$ cat src/rtl/skey_pkg.sv
package skey_pkg;

    localparam int KEY_W  = 7;
    localparam int FLAG_W = 3;

    // fixed key bit positions
    localparam int REF_BIT = 1;
    localparam int CHG_BIT = 0;

    // permission flag positions
    localparam int FLG_RD = 0;
    localparam int FLG_WR = 1;
    localparam int FLG_EX = 2;

    typedef enum logic [1:0] {
        ACC_LOAD  = 2'b00,
        ACC_STORE = 2'b01,
        ACC_FETCH = 2'b10,
        ACC_OTHER = 2'b11
    } acc_kind_e;

    typedef logic [KEY_W-1:0]  key_t;
    typedef logic [FLAG_W-1:0] flags_t;

endpackage

$ cat src/rtl/skey_page_decode.sv
module skey_page_decode #(
    parameter int ADDR_W     = 32,
    parameter int PAGE_SHIFT = 12,
    parameter int NUM_PAGES  = 64
) (
    input  logic [ADDR_W-1:0]            addr,
    output logic [$clog2(NUM_PAGES)-1:0] page,
    output logic                         miss
);
    localparam int PG_W = $clog2(NUM_PAGES);
    localparam int UP_W = ADDR_W - PAGE_SHIFT;
    localparam logic [UP_W-1:0] LIMIT = UP_W'(NUM_PAGES);

    logic [UP_W-1:0] upper;

    always_comb begin
        upper = addr[ADDR_W-1:PAGE_SHIFT];
        page  = upper[PG_W-1:0];
        miss  = (upper >= LIMIT);
    end
endmodule

$ cat src/rtl/skey_modify.sv
module skey_modify
    import skey_pkg::*;
(
    input  key_t       old_key,
    input  logic [1:0] kind,
    input  logic       act,
    input  flags_t     flags_in,
    output key_t       new_key,
    output flags_t     flags_out,
    output logic       changed
);
    logic is_store;

    always_comb begin
        is_store  = (acc_kind_e'(kind) == ACC_STORE);
        new_key   = old_key;
        flags_out = flags_in;
        if (act) begin
            new_key[REF_BIT] = 1'b1;
            if (is_store) begin
                new_key[CHG_BIT] = 1'b1;
            end else if (!old_key[CHG_BIT]) begin
                flags_out[FLG_WR] = 1'b0;
            end
        end
        changed = act && (new_key != old_key);
    end
endmodule

$ cat src/rtl/skey_store.sv
module skey_store
    import skey_pkg::*;
#(
    parameter int NUM_PAGES = 64
) (
    input  logic                         clk,
    input  logic                         rst_n,
    input  logic                         wb_en,
    input  logic [$clog2(NUM_PAGES)-1:0] wb_page,
    input  key_t                         wb_key,
    input  logic                         tk_en,
    input  logic [$clog2(NUM_PAGES)-1:0] tk_page,
    input  key_t                         tk_key,
    input  logic [$clog2(NUM_PAGES)-1:0] rd_page,
    output key_t                         rd_key,
    input  logic [$clog2(NUM_PAGES)-1:0] pk_page,
    output key_t                         pk_key
);
    localparam int PG_W = $clog2(NUM_PAGES);

    logic [NUM_PAGES*KEY_W-1:0] flat;

    for (genvar gi = 0; gi < NUM_PAGES; gi++) begin : g_ent
        key_t ent_d, ent_q;
        logic hit_tk, hit_wb;

        always_comb begin
            hit_tk = tk_en && (tk_page == PG_W'(gi));
            hit_wb = wb_en && (wb_page == PG_W'(gi));
            ent_d  = ent_q;
            if (hit_tk) begin
                ent_d = tk_key;
            end else if (hit_wb) begin
                ent_d = wb_key;
            end
        end

        always_ff @(posedge clk) begin
            if (!rst_n) ent_q <= '0;
            else        ent_q <= ent_d;
        end

        assign flat[gi*KEY_W +: KEY_W] = ent_q;
    end

    // read port with forwarding of writes landing at the coming edge
    always_comb begin
        rd_key = flat[rd_page*KEY_W +: KEY_W];
        if (tk_en && tk_page == rd_page) begin
            rd_key = tk_key;
        end else if (wb_en && wb_page == rd_page) begin
            rd_key = wb_key;
        end
        pk_key = flat[pk_page*KEY_W +: KEY_W];
    end
endmodule

$ cat src/rtl/skey_rc_updater.sv
module skey_rc_updater
    import skey_pkg::*;
#(
    parameter int ADDR_W     = 32,
    parameter int PAGE_SHIFT = 12,
    parameter int NUM_PAGES  = 64
) (
    input  logic                         clk,
    input  logic                         rst_n,
    input  logic                         req_valid,
    input  logic [ADDR_W-1:0]            req_addr,
    input  logic [1:0]                   req_kind,
    input  logic                         keys_en,
    input  logic [2:0]                   flags_in,
    output logic                         done_o,
    output logic [2:0]                   flags_o,
    output logic                         key_written_o,
    input  logic                         tk_we,
    input  logic [$clog2(NUM_PAGES)-1:0] tk_page,
    input  logic [6:0]                   tk_wdata,
    output logic [6:0]                   tk_rdata
);
    localparam int PG_W = $clog2(NUM_PAGES);

    typedef struct packed {
        logic            vld;
        logic            act;
        logic [1:0]      kind;
        flags_t          flags;
        logic [PG_W-1:0] page;
        key_t            key;
    } cap_t;

    typedef struct packed {
        cap_t   cap;
        logic   done;
        flags_t flags;
        logic   wrote;
    } st_t;

    st_t st_d, st_q;

    logic [PG_W-1:0] dec_page;
    logic            dec_miss;
    key_t            rd_key;
    key_t            mod_key;
    flags_t          mod_flags;
    logic            mod_changed;
    logic            wb_en;

    skey_page_decode #(
        .ADDR_W    (ADDR_W),
        .PAGE_SHIFT(PAGE_SHIFT),
        .NUM_PAGES (NUM_PAGES)
    ) u_dec (
        .addr(req_addr),
        .page(dec_page),
        .miss(dec_miss)
    );

    skey_modify u_mod (
        .old_key  (st_q.cap.key),
        .kind     (st_q.cap.kind),
        .act      (st_q.cap.act),
        .flags_in (st_q.cap.flags),
        .new_key  (mod_key),
        .flags_out(mod_flags),
        .changed  (mod_changed)
    );

    skey_store #(
        .NUM_PAGES(NUM_PAGES)
    ) u_store (
        .clk    (clk),
        .rst_n  (rst_n),
        .wb_en  (wb_en),
        .wb_page(st_q.cap.page),
        .wb_key (mod_key),
        .tk_en  (tk_we),
        .tk_page(tk_page),
        .tk_key (tk_wdata),
        .rd_page(dec_page),
        .rd_key (rd_key),
        .pk_page(tk_page),
        .pk_key (tk_rdata)
    );

    always_comb begin
        wb_en = st_q.cap.vld && mod_changed;

        st_d           = st_q;
        st_d.cap.vld   = req_valid;
        st_d.cap.act   = req_valid && keys_en && !dec_miss;
        st_d.cap.kind  = req_kind;
        st_d.cap.flags = flags_in;
        st_d.cap.page  = dec_page;
        st_d.cap.key   = rd_key;

        st_d.done  = st_q.cap.vld;
        st_d.flags = st_q.cap.vld ? mod_flags : '0;
        st_d.wrote = wb_en;
    end

    always_ff @(posedge clk) begin
        if (!rst_n) st_q <= '0;
        else        st_q <= st_d;
    end

    assign done_o        = st_q.done;
    assign flags_o       = st_q.flags;
    assign key_written_o = st_q.wrote;
endmodule

$ cat config.mk
export PLATFORM = sky130hd
export DESIGN_NAME = skey_rc_updater
export DESIGN_NICKNAME = d
export VERILOG_FILES = /design/src/rtl/skey_pkg.sv /design/src/rtl/skey_page_decode.sv /design/src/rtl/skey_modify.sv /design/src/rtl/skey_store.sv /design/src/rtl/skey_rc_updater.sv
export SDC_FILE = /design/constraint.sdc
export NUM_CORES = 2
export LEC_CHECK = 0
export BUFFER_PORTS_ARGS = -buffer_cell sky130_fd_sc_hd__buf_4
export CORE_MARGIN = 5
export CORE_UTILIZATION = 30
export CTS_CLUSTER_SIZE = 40
export DETAILED_ROUTE_END_ITERATION = 8
export PLACE_DENSITY = 0.47
export SLEW_MARGIN = 10
export SYNTH_ARGS = -nofsm -noshare
export SYNTH_HDL_FRONTEND = slang
export SYNTH_SLANG_ARGS = --single-unit
$ cat constraint.sdc
create_clock -name clk -period 9.1 [get_ports clk]
set_clock_uncertainty 0.2 [all_clocks]
set_input_delay 1.365 -clock clk [delete_from_list [all_inputs] [get_ports clk]]
set_output_delay 1.365 -clock clk [all_outputs]
set_load 0.02 [all_outputs]
# Yosys cells after proc, flatten, opt, wreduce, memory -nomap -nowiden

Index checks and enable logic that the tools add are counted.
Widths: inputs -> output; s select.

$mul: 2
Order comparisons: 1
Equal/unequal tests: 131
Shift-type cells: 2
Muxes and demuxes: 135
Reductions and logical operators: 202

Operators with widths:

| operator            | number |
|---|---|
| $mux 7              | 130 |
| $shiftx 448x10->7   | 2 |
| $eq 6x6->1 const B  | 64 |
| $eq 6x5->1 const B  | 32 |
| $logic_and 1x1->1   | 134 |
| $reduce_bool 2->1   | 64 |
| $eq 6x4->1 const B  | 16 |
| $eq 6x3->1 const B  | 8 |
| $eq 6x2->1 const B  | 4 |
| $ge 20x7->1 const B | 1 |
| $mul 6x3->9 const B | 2 |
| $eq 6x1->1 const B  | 2 |
| $eq 6x6->1          | 2 |
| $logic_not 6->1     | 2 |
| $mux 1              | 4 |
| $eq 2x1->1 const B  | 1 |
| $mux 2              | 1 |
| $ne 2x1->1 const B  | 1 |
| $ne 2x2->1          | 1 |
| $reduce_and 2->1    | 1 |
| $logic_not 1->1     | 1 |

Register bits after elaboration: 473
Input port bits: 55
Output and inout bits: 12
Word-level logic and storage cells: 547

# Longest topological paths before layout

Word-level depth: 9
Gate-level depth with buffers: 10
Depth with buffers taken out: 6

# By module

A second synthesis with hierarchy kept.

Cell total of the unflattened synthesis: 3271
Area total of the unflattened synthesis: 30097.6 sq um

By module, submodules not included:

| module           | instances | cells an instance | area each (sq um) |
|---|---|---|---|
| skey_store       | 1         | 3190              | 29196.8 |
| skey_rc_updater  | 1         | 56                | 725.7 |
| skey_modify      | 1         | 14                | 101.3 |
| skey_page_decode | 1         | 11                | 73.8 |

# Least setup slack after synthesis

No wires, ideal clock.

Path kind: input to output
From: in tk_page[0]
To: out tk_rdata[0]
Data arrival time: 3.414 ns
Required time: 7.535 ns
Setup slack: 4.121 ns
Stages: 4
Buffers on the path: 1
Cell sequence: buf_1 > mux4_2 > mux4_2 > mux4_2

Cells in the longest elaborated chain, start to end: 2

RTL lines:

| what               | RTL line              | text |
|---|---|---|
| start: declaration | skey_rc_updater.sv:19 | `input logic [$clog2(NUM_PAGES)-1:0] tk_page,` |
| $mul 6x3->9        | skey_store.sv:54      | `pk_key = flat[pk_page*KEY_W +: KEY_W];` |
| $shiftx 448x10->7  | skey_store.sv:54      |  |
| end: declaration   | skey_rc_updater.sv:21 | `output logic [6:0] tk_rdata` |

No other way between the ends.

# Worst setup path in the final report

From: in tk_page[0]
To: out tk_rdata[3]

The elaborated chain is that of the path after synthesis.

==> results.ini <==
[flow_run]
maxCapViolCount = 0

[worst_setup_path]
crit_path_max_incr_delay_ps = 660
cp.depth = 6
crit_type = in2out
endpoint = tk_rdata[3]
slowest_stage = clkbuf_8
critPathCaptureType = output port
crit_start = tk_page[0]
cp.required_ps = 7540
critPathTopFamily = multiplexers
r2r-start = st_q[23]
critPathMaxFanout = 70
critPathArrivalTime_ps = 4820
r2r_cells = 6
r2r-end = u_store.g_ent[11].ent_q[6]
crit_top_cell = mux4_2
path_cells = clkbuf_8 > buf_4 > mux4_2 > mux4_2 > mux4_2 > buf_4
ff2ff_setup_slack_ps = 5430
startpoint_type = input pin
worst-path-buf-inv = 3

[die]
die_area_sq_um = 100600
fp.dieH_microns = 317.1
rows = 112
die-width_microns = 317.1
start_util = 0.3028
ios = 67
core_sq_um = 93470

[finish]
regArea_sq_um = 9475
final_cells = 4364
multi_input_area_sq_um = 17410
design_area_sq_um = 31210
final_nets = 3118
nFillCells = 9573
syn_to_final_growth_pct = 10.29
drive_gt1_frac = 0.1520

[pwr]
power_density_nw_per_um2 = 158.8
leakage_nw = 10.12
ir_drop_v = 0.0001407

[timing]
rsz0062_at_grt = false
finalCritPeriodShare = 0.7012
setup_viol = 0
worst_pin_slew_ps = 1382
fin_worst_hold_slack_ps = 243.4
setup_tns_ps = 0
fin_crit_ps = 6381
finalHoldViolations = 0
relSlewSlack = 0.07524
setup_ws_ps = 2719
fmax_ghz = 0.1567
slew_viol_final = 0

[synth]
yosysUniqueCellTypes = 53
netlist_instances = 3282
ys_async_sr_fraction = 0
avgSynthCellArea_sq_um = 8.622
synthTopCellsByArea = dfxtp_1 33%, mux4_2 19%, a311oi_1 8.1%
ys_seq_area_frac = 0.3346
synth_top_area_share = 0.3346
yosysWarnings = 0
synth-seq-cells = 473
synth_top_area_cell = dfxtp_1
synth.cell_area_sq_um = 28300
synth_edf_count = 0
synth-main-ff-cell = dfxtp_1
synth_nets = 3337

[worst_hold_path]
hold_class = reg2reg
hp-start = st_q[19]

[outcome]
status = complete, no violations

[routing]
first_iter_violations = 3122
dr.pass1.iters = 5
postRouteAntennaNets = 0
routed_wl_mm = 120.3
vias = 26700
route.detailed.drc = 0
detail_route.wl_per_cell_microns = 27.57
via_per_inst = 6.118

[global_routing]
grtUsageTotal = 0.2322
antenna_found_initial = 8
grt_pass1_wl_mm = 176.6
grt.overflow.total = 0
grt_pass1_vias = 24330
grt_max_degree = 184

[clocking]
root_buffer = clkbuf_16
post-cts-setup-buffers = 0
clk_path_buf_depth = 3
clk_latency_ps = 650
ctsResizeCount = 0
ctsHoldBuffers = 0
clk_pin_slew_worst_paths_ps = 60
clock-sinks = 473
cts_buffers = 58
cts_max_level = 2
cts_tree = done

[placement]
dpl.hpwl_mm = 76.43
pre_cts_slack_ps = 2683
portBuffers = 54
gp_congestion = 0.8553
dp.cells = 4257
placed_cell_area_sq_um = 29290

area by class of cell:
type	instances	area share
antenna	5	0.0004009
clock buffer	87	0.05484
clock inverter	15	0.006334
inverter	6	0.0009621
multi-input combinational	2420	0.5577
sequential	473	0.3036
tap	1254	0.05027
timing repair buffer	104	0.02586
cell families after synthesis:
logic type	count (synthesis)	share of synthesized area
AND/OR/NAND/NOR	1132	0.1655
AO/OA/AOI/OAI	975	0.2310
flip-flops	473	0.3346
buffers and inverters	389	0.05434
multiplexers	301	0.2109
XOR/XNOR	12	0.003714
stage by stage:
stage	utilization	power [mW]
floorplan	-	2.428
global placement	0.3134	2.597
detailed placement	0.3134	2.598
CTS	0.3338	4.985
global route	0.3338	5.087
finish	0.3339	4.956
how the worst min path moves through the flow:
stage                      end  slack [ps]  depth (start not counted)
floorplan           flags_o[1]         210                          1
global placement    flags_o[1]         240                          1
detailed placement  flags_o[1]         230                          1
CTS                 flags_o[1]         240                          1
global route        flags_o[1]         250                          1
finish              flags_o[1]         240                          1
cells in the mapped netlist (5+ instances only):
cell,n
dfxtp_1,473
mux2_2,12
o211ai_1,65
xnor2_1,7
o211a_1,57
nand4_1,11
buf_2,44
a21oi_1,133
clkbuf_1,302
mux4_2,235
nor2_2,5
o21ai_1,22
nand2b_1,8
nor3_1,11
a31oi_1,7
a22oi_1,33
nand2_1,489
xor2_1,5
buf_4,6
buf_1,31
mux2i_1,54
and2_1,18
nor2b_1,14
nor2_1,408
a311oi_1,263
nor4_1,5
nand3_1,146
o21ai_0,360
flip-flops by register name, summed over array words and instances, names as in the netlist:
name	flops
done_o	1
flags_o	3
key_written_o	1
st_d	1
st_q	19
u_store.g_ent.ent_q	448
cells in the final DEF (no fill, tap or decap), types with 7 or more instances in the layout:
cell,n
nor3_1,7
nor2b_1,14
a31oi_1,7
mux2_2,12
mux4_2,235
clkinv_2,9
xnor2_1,7
o21ai_1,22
a22oi_1,33
mux2i_1,54
nand4_1,11
clkbuf_16,59
a21oi_1,132
o211ai_1,65
nand2b_1,8
nand2_1,489
nand3_1,146
clkbuf_8,14
o211a_1,57
a311oi_1,263
nor2_1,407
dfxtp_1,468
and2_1,18
buf_4,100
clkbuf_1,15
o21ai_0,360
power by group:
part / internal (mW) / switching (mW)
registers: 2.09 / 0.0389
logic: 0.120 / 0.311
clock network: 1.40 / 0.995
total: 3.61 / 1.34
routing by layer:
metal / wire length (microns) / vias to the layer above / track usage / part of all wire
li1: - / 11880 / - / -
met1: 54080 / 13400 / 0.3402 / 0.45
met2: 52060 / 1259 / 0.3492 / 0.43
met3: 10790 / 157 / 0.04809 / 0.090
met4: 3349 / 4 / 0.06112 / 0.028
met5: 27 / - / 0 / 0.00022
Note: power is estimated with default switching activity, not from simulation.
